File: config.mk
export PLATFORM = sky130hd
export DESIGN_NAME = lane_swizzle
export DESIGN_NICKNAME = d
export VERILOG_FILES = /design/src/rtl/lane_swizzle.sv
export SDC_FILE = /design/constraint.sdc
export NUM_CORES = 1
export LEC_CHECK = 0
export BUFFER_PORTS_ARGS = -buffer_cell sky130_fd_sc_hd__buf_2
export CAP_MARGIN = 20
export CORE_AREA = 5 5 322 198
export DETAILED_ROUTE_END_ITERATION = 6
export DIE_AREA = 0 0 327 203
export MAX_ROUTING_LAYER = met4
export PLACE_DENSITY = 0.48
export REMOVE_ABC_BUFFERS = 1
export SLEW_MARGIN = 20
export SYNTH_ARGS = -nofsm -noshare
export SYNTH_HDL_FRONTEND = slang
export SYNTH_SLANG_ARGS = --single-unit
File: constraint.sdc
create_clock -name clk -period 1.8 [get_ports clk]
set_input_delay 0.18 -clock clk [delete_from_list [all_inputs] [get_ports clk]]
set_output_delay 0.18 -clock clk [all_outputs]
set_load 0.02 [all_outputs]
File: src/rtl/lane_swizzle.sv
module lane_swizzle #(
  parameter int LANE_W = 32,
  parameter int LANES  = 4
) (
  input  logic                          clk,
  input  logic                          rst,
  input  logic                          in_valid,
  output logic                          in_ready,
  input  logic [LANE_W*LANES-1:0]       src_a,
  input  logic [LANE_W*LANES-1:0]       src_b,
  input  logic [($clog2(LANES)+1)*LANES-1:0] sel,
  input  logic [LANES-1:0]              wmask,
  input  logic [LANE_W*LANES-1:0]       dest_old,
  output logic                          out_valid,
  input  logic                          out_ready,
  output logic [LANE_W*LANES-1:0]       out_data
);
  localparam int IDX_W = $clog2(LANES);
  localparam int FLD_W = IDX_W + 1;
  localparam int VEC_W = LANE_W * LANES;

  logic [VEC_W-1:0] merged;
  logic             take;

  for (genvar g = 0; g < LANES; g++) begin : g_lane
    logic [FLD_W-1:0] fld;
    logic [VEC_W-1:0] pool;
    logic [LANE_W-1:0] picked;
    assign fld    = sel[g*FLD_W +: FLD_W];
    assign pool   = fld[IDX_W] ? src_b : src_a;
    assign picked = pool[fld[IDX_W-1:0]*LANE_W +: LANE_W];
    assign merged[g*LANE_W +: LANE_W] = wmask[g] ? picked : dest_old[g*LANE_W +: LANE_W];
  end

  assign in_ready = !out_valid || out_ready;
  assign take     = in_valid && in_ready;

  always_ff @(posedge clk) begin
    if (rst) begin
      out_valid <= 1'b0;
      out_data  <= '0;
    end else if (take) begin
      out_valid <= 1'b1;
      out_data  <= merged;
    end else if (out_ready) begin
      out_valid <= 1'b0;
    end
  end


  reset_clear_chk: assert property (@(posedge clk) rst |=> (!out_valid && out_data == '0));


  accept_chk: assert property (@(posedge clk) disable iff (rst)
    (in_valid && in_ready) |=> out_valid);


  stall_hold_chk: assert property (@(posedge clk) disable iff (rst)
    (out_valid && !out_ready) |=> (out_valid && $stable(out_data)));


  mask_none_chk: assert property (@(posedge clk) disable iff (rst)
    (in_valid && in_ready && wmask == '0) |=> (out_data == $past(dest_old)));


  drain_chk: assert property (@(posedge clk) disable iff (rst)
    (out_valid && out_ready && !in_valid) |=> !out_valid);
endmodule

### Yosys cells after proc, flatten, opt, wreduce, memory -nomap -nowiden

Cells that the tools add are included.

* register bits: 129
* latch bits: 0
* bits in writable memories: 0
* ROM bits: 0
* input bits: 404
* memories kept: 0

* add/sub/neg operators: 0
* $mul: 0
* div/mod/pow operators: 0
* magnitude comparators: 0
* eq/ne operators: 0
* shift operators: 4
* multiplexer cells: 10
* bitwise gates (word level): 0
* reduce and logical (&&, ||, !) cells: 4

Operators by type and width (number)
* two-way mux 128 bit: 4
* variable part select 128 x 8 -> 32 bit: 4
* two-way mux 32 bit: 4
* two-way mux 1 bit: 2
* nonzero test 2 bit: 1
* logical AND 1 bit: 1
* logical NOT 1 bit: 1
* logical OR 1 bit: 1

### Depth between registers and ports, before layout

Gate-level depths: netlist (run 1).

* depth in word-level cells: 4
* depth in mapped cells: 7
* depth with buffers taken out: 4

### Worst setup path after synthesis (run 1)

Ideal clock, no wire load.

* kind: reg-to-reg
* start: reg out_valid
* end: reg out_data[101]
* setup time: 0.134 ns
* arrival time: 1.406 ns
* data required time: 1.666 ns
* path slack: 0.260 ns
* stages on the path, launching flop included: 6
* buffers on the path: 1
* period minus slack after synthesis: 1.540 ns
* cell sequence: dfxtp_1 nor2b_1 clkinv_1 nand4b_1 clkbuf_1 o211ai_1

* longest elaborated chain between the ends: 3

RTL lines
* start, declared: RTL line 14 `output logic out_valid,`
* start signal, assigned: RTL line 40 `out_valid <= 1'b0;`
* start signal, assigned: RTL line 43 `out_valid <= 1'b1;`
* start signal, assigned: RTL line 46 `out_valid <= 1'b0;`
* logical NOT 1 bit: RTL line 35 `assign in_ready = !out_valid || out_ready;`
* logical OR 1 bit: RTL line 35
* logical AND 1 bit: RTL line 36 `assign take = in_valid && in_ready;`
* end signal, assigned: RTL line 44 `out_data <= merged;`
* end, declared: RTL line 16 `output logic [LANE_W*LANES-1:0] out_data`

Every way passes these cells.
A chain may end at the register's enable or synchronous reset.

### Worst setup path after layout (run 1)

* start: reg out_valid
* end: reg out_data[114]

The elaborated chain is that of the path after synthesis.

==> results.ini, run 1 <==
[status]
status=complete, no violations

[timing]
fin_ws_ns=0.169
fmax_mhz=613
slew_headroom=0.541
hold_violations=0
min_period_over_period=0.906
tightest_slew_ns=0.688
setup_viol_count_final=0
skew_ns=0.00876
drv_slew=0
hold_ws_ns=0.145
fin_setup_tns_ns=0
rsz0062_at_grt=no
period_needed_ns=1.63

[setup_path]
critPathSlowestCell=buf_4
r2r_cells=5
crit_chain=nor2b_4, inv_6, buf_4, nand3_1, o211ai_1
critical_path_arrival_ns=2.00
crit_buf_inv=2
worstPathRequired_ns=2.17
cp_top_family=buffers and inverters
crit_fanout=39
max_stage_delay_ns=0.50
critical_path_class=reg -> reg
cp-start-kind=flop
reg2reg_slack_ns=0.17
r2r_start=out_valid
setup.worst_path.start=out_valid
regToRegEndpoint=out_data[114]
setup.worst_path.end_class=flop

[place]
dp_hpwl_mm=54.7
routabilityCongestion=0.839
dpl_worst_slack_ns=-0.0750
dpl.cell_count=2578
placed_cell_area_um2=18900
port_buffers=533

[synth]
ys_ff_latch=129
ys_types=19
syn_area_um2=14900
syn_inst=1347
yosysWarningCount=0
syn_area_per_cell_um2=11.1
yosysSeqAreaShare=0.173

[cells_and_area]
nFillCells=6241
layout_common_cells=buf_2 (523), mux4_2 (181), dfxtp_1 (129)
fin_area_um2=19500
finalNonFillerCells=2614
utilization=0.323
multiInputGateArea_um2=11400
nets=2208
ff_latch_area_um2=2580
area_growth_pct=30.5
layout_commonest_cell=buf_2
drive_gt1_frac=0.460

[routing]
via_per_inst=5.80
wl_mm=74.1
drt_iter0_markers=1572
drt-pass1-iter-count=5
avgRoutedWirePerCell_um=28.3
ant_nets=0
vias=15200
drc=0

[clocking]
clk_pin_slew_worst_paths_ns=0.07
clk_latency_ns=0.45
root_buffer=clkbuf_16
cts_buffers=17
ctsHoldBuffers=0
cts_resized=0
htreeDepth=4
clock-sinks=129
ctsLongestPathBuffers=2
tritoncts=built

[pwr]
power_mw=11.6
power_density_nw_per_um2=594
cellLeakagePower_nw=7.81
max-vdd-ir-drop_mv=0.656

[die]
row_count=70
coreArea_um2=60300
die_area_um2=66400
dieHeight_um=203
initial_utilization=0.248
io_pins=534
die_width_um=327

[global_route]
grt-ovfl-total=0
grt_max_degree=90
grt_pass1_wl_mm=106
antenna_found_initial=7
track_usage=0.220
grt_pass1_vias=15400

[min_path]
holdPathEnd=out_data[66]
min_path_cells=4
worst_hold_path_type=in -> reg
min_from=dest_old[66]

[run]
cap_viol_max_count=0

==> synth_stat cells, drive strengths merged <==
library cell  instances  area share
a21oi                 1     0.00033
buf                  74       0.036
clkbuf              112       0.028
clkinv                1     0.00025
dfxtp               129        0.17
inv                   1     0.00025
mux2i               128       0.086
mux4                256        0.40
nand3               128       0.043
nand4b                4      0.0023
nor2b               129       0.054
nor3b               128       0.064
o211ai              128       0.064
o21ai               128       0.043
==> metal layers <==
metal	up-vias	routed length (um)	global-route usage	part of all wire
met5	-	0	-	0
met4	0	1290	0.0532	0.017
met3	79	7230	0.0618	0.098
met2	961	33000	0.325	0.45
met1	7700	32500	0.299	0.44
li1	6428	-	-	-
==> power breakdown <==
group | switching, mW | internal (mW) | total, mW
clock network | 1.51 | 2.41 | 3.91
logic | 2.33 | 2.10 | 4.42
registers | 0.144 | 3.10 | 3.25
==> worst register-to-register path, stage by stage, from the launching register on <==
cell and delay [ns]:
dfxtp_1 0.31, nor2b_4 0.15, inv_6 0.23, buf_4 0.51, nand3_1 0.24, o211ai_1 0.13
==> final cells by class <==
cell class,count,area share
antenna,8,0.00103
sequential,129,0.133
multi-input combinational,1030,0.584
tap,792,0.0509
clock buffer,23,0.0245
timing repair buffer,624,0.199
inverter,2,0.000771
clock inverter,6,0.00668
==> sequential cells by signal, indices dropped and copies added, names as in the netlist <==
name       count
out_data     128
out_valid      1
==> kinds of logic (layout without fill, tap and decap cells) <==
logic type / after synthesis / count (layout) / synth area share
buffers and inverters: 188 / 655 / 0.0653
other: 0 / 8 / 0
multiplexers: 384 / 384 / 0.491
AO/OA/AOI/OAI: 257 / 257 / 0.108
AND/OR/NAND/NOR: 389 / 389 / 0.164
flip-flops: 129 / 129 / 0.173
==> how the worst max path moves through the flow <==
stage / end / slack, ns / cells past startpoint
5_1_grt: out_data[114] / 0.1 / 5
3_5_place_dp: out_data[96] / -0.07 / 5
2_1_floorplan: out_data[0] / -7.34 / 4
6_report: out_data[114] / 0.17 / 5
4_1_cts: out_data[114] / 0.19 / 5
3_3_place_gp: out_data[96] / -0.06 / 5
==> repair_timing <==
item	CTS	global route
endpoints found under the hold margin	0	0
buffers inserted	0	0
setup endpoints to repair	1	0
Power figures use the tool's default switching activity.
==> inputs of run 2 (changes only) <==
- GPL_TIMING_DRIVEN: not set -> 0
==> results.ini, run 2 (synthesis results as in run 1) <==
[cells_and_area]
reg.largest.list=out_data: 128 flops, out_valid: 1 flops
nFillCells=6190
multiInputGateArea_um2=11400
drive_gt1_frac=0.456
area_growth_pct=30.5
top_register=out_data
layout_common_cells=buf_2 (514), mux4_2 (181)
largest_reg_flops=128
nets=2185
ff_latch_area_um2=2580
fin_area_um2=19500
layout_commonest_cell=buf_2

[timing]
skew_ns=0.0100
hold_violations=0
fin_ws_ns=0.0840
min_period_over_period=0.953
period_needed_ns=1.72
drv_slew=0
rsz0062_at_grt=yes
fmax_mhz=583
setup_viol_count_final=0
fin_setup_tns_ns=0
slew_headroom=0.512
tightest_slew_ns=0.731

[setup_path]
reg2reg_slack_ns=0.08
critPathSlowestCell=mux4_1
r2r_cells=8
setup.worst_path.end_class=flop
cp-start-kind=input port
critical_path_class=in -> reg
regToRegEndpoint=out_data[125]
worstPathRequired_ns=2.13
r2r_start=out_valid
crit_fanout=33
critical_path_arrival_ns=2.04
setup.worst_path.start=sel[5]
cp_top_family=multiplexers
crit_buf_inv=2
max_stage_delay_ns=0.62
crit_chain=clkbuf_8, buf_16, mux4_1, mux2i_2, o211ai_1

[global_route]
grt_pass1_vias=15200
grt-ovfl-total=0
antenna_found_initial=17
track_usage=0.220
grt_max_degree=120
grt_pass1_wl_mm=106

[place]
dp_hpwl_mm=52.1
placed_cell_area_um2=18400
port_buffers=533
dpl_worst_slack_ns=-1.23
routabilityCongestion=0.795

[pwr]
p_clk_frac=0.330
power_frac_seq=0.284
internal_power_mw=7.31
p_switching_mw=4.08
power_density_nw_per_um2=584
max-vdd-ir-drop_mv=0.621
cellLeakagePower_nw=7.75
sw_frac_of_total=0.358
p_comb_frac=0.387

[routing]
drt_iter0_markers=1472
drt-pass1-iter-count=5
wl_mm=73.9
ant_nets=0
vias=15100
drc=0
via_per_inst=5.81
avgRoutedWirePerCell_um=28.4

[status]
status=complete, no violations

[run]
cap_viol_max_count=0

[min_path]
min_from=rst
holdPathEnd=out_valid
min_path_cells=2
worst_hold_path_type=in -> reg

[clocking]
clk_latency_ns=0.47
root_buffer=clkbuf_16
htreeDepth=4
ctsLongestPathBuffers=2
cts_buffers=17
clock-sinks=129
clk_pin_slew_worst_paths_ns=0.06
tritoncts=built
ctsHoldBuffers=0

[die]
io_pins=534
coreArea_um2=60300
die_area_um2=66400
initial_utilization=0.248
dieHeight_um=203
row_count=70
die_width_um=327

[run 2: changes by cell type in the layout (fill, tap and decap cells not counted), moves of 4 or more]
cell        change
buf_12         -27
buf_4          -26
buf_6          +17
diode_2        +11
buf_16         +10
buf_2           -9
bufbuf_16       +5
clkinvlp_4      +4
[run 2: worst max path at each step]
stage                               end  slack, ns  depth (start not counted)
after floorplan             out_data[0]      -7.34                          4
after global placement      out_data[2]     -17.90                          4
after detailed placement   out_data[33]      -1.23                          9
after CTS                  out_data[79]       0.02                          8
after global routing      out_data[101]     0.0004                          8
final                      out_data[48]       0.08                          5
[run 2: per-stage QoR]
stage	cells	util	power, mW	hold slack [ns]
after floorplan	1161	-	5.33	0.249
after global placement	2486	0.292	7.36	0.601
after detailed placement	2524	0.305	7.54	0.529
after CTS	2579	0.321	11.5	0.0123
after global routing	2602	0.323	11.9	0.0430
final	2604	0.323	11.4	0.0637
[run 2: power groups by stage]
stage | clock network, mW | registers, mW | logic (mW)
after detailed placement | 0 | 3.29 | 4.25
after global placement | 0 | 3.28 | 4.08
after floorplan | 0 | 3.56 | 1.77
final | 3.75 | 3.23 | 4.41
after global routing | 3.97 | 3.25 | 4.67
after CTS | 3.87 | 3.23 | 4.37
[run 2: per-layer routing]
| metal | GRT usage | routed length [um] | vias up |
|---|---|---|---|
| li1 | - | - | 6407 |
| met4 | 0.0608 | 1790 | 0 |
| met5 | - | 0 | - |
| met1 | 0.286 | 31100 | 7754 |
| met3 | 0.0730 | 7840 | 96 |
| met2 | 0.328 | 33100 | 874 |
[run 2: worst register-to-register path: cells and delay by family (launching register included)]
kind | cells | cell delay (ns)
and+or+nand+nor | 2 | 0.36
buffers and inverters | 5 | 0.81
DFF | 1 | 0.32
AOI/OAI and AO/OA | 1 | 0.09
[run 2: cell type report]
class,count,area share
clock buffer,21,0.0241
tap,792,0.0508
multi-input combinational,1030,0.585
inverter,2,0.00199
clock inverter,10,0.00565
sequential,129,0.133
timing repair inverter,1,0.000835
antenna,19,0.00244
timing repair buffer,600,0.197
[run 2: what timing repair did]
item / 4_1_cts / 5_1_grt
setup endpoints to repair: 130 / 37
gates cloned: 6 / 1
pin swaps: 2 / 2
resized for setup: 5 / 10
buffers inserted: 20 / 5
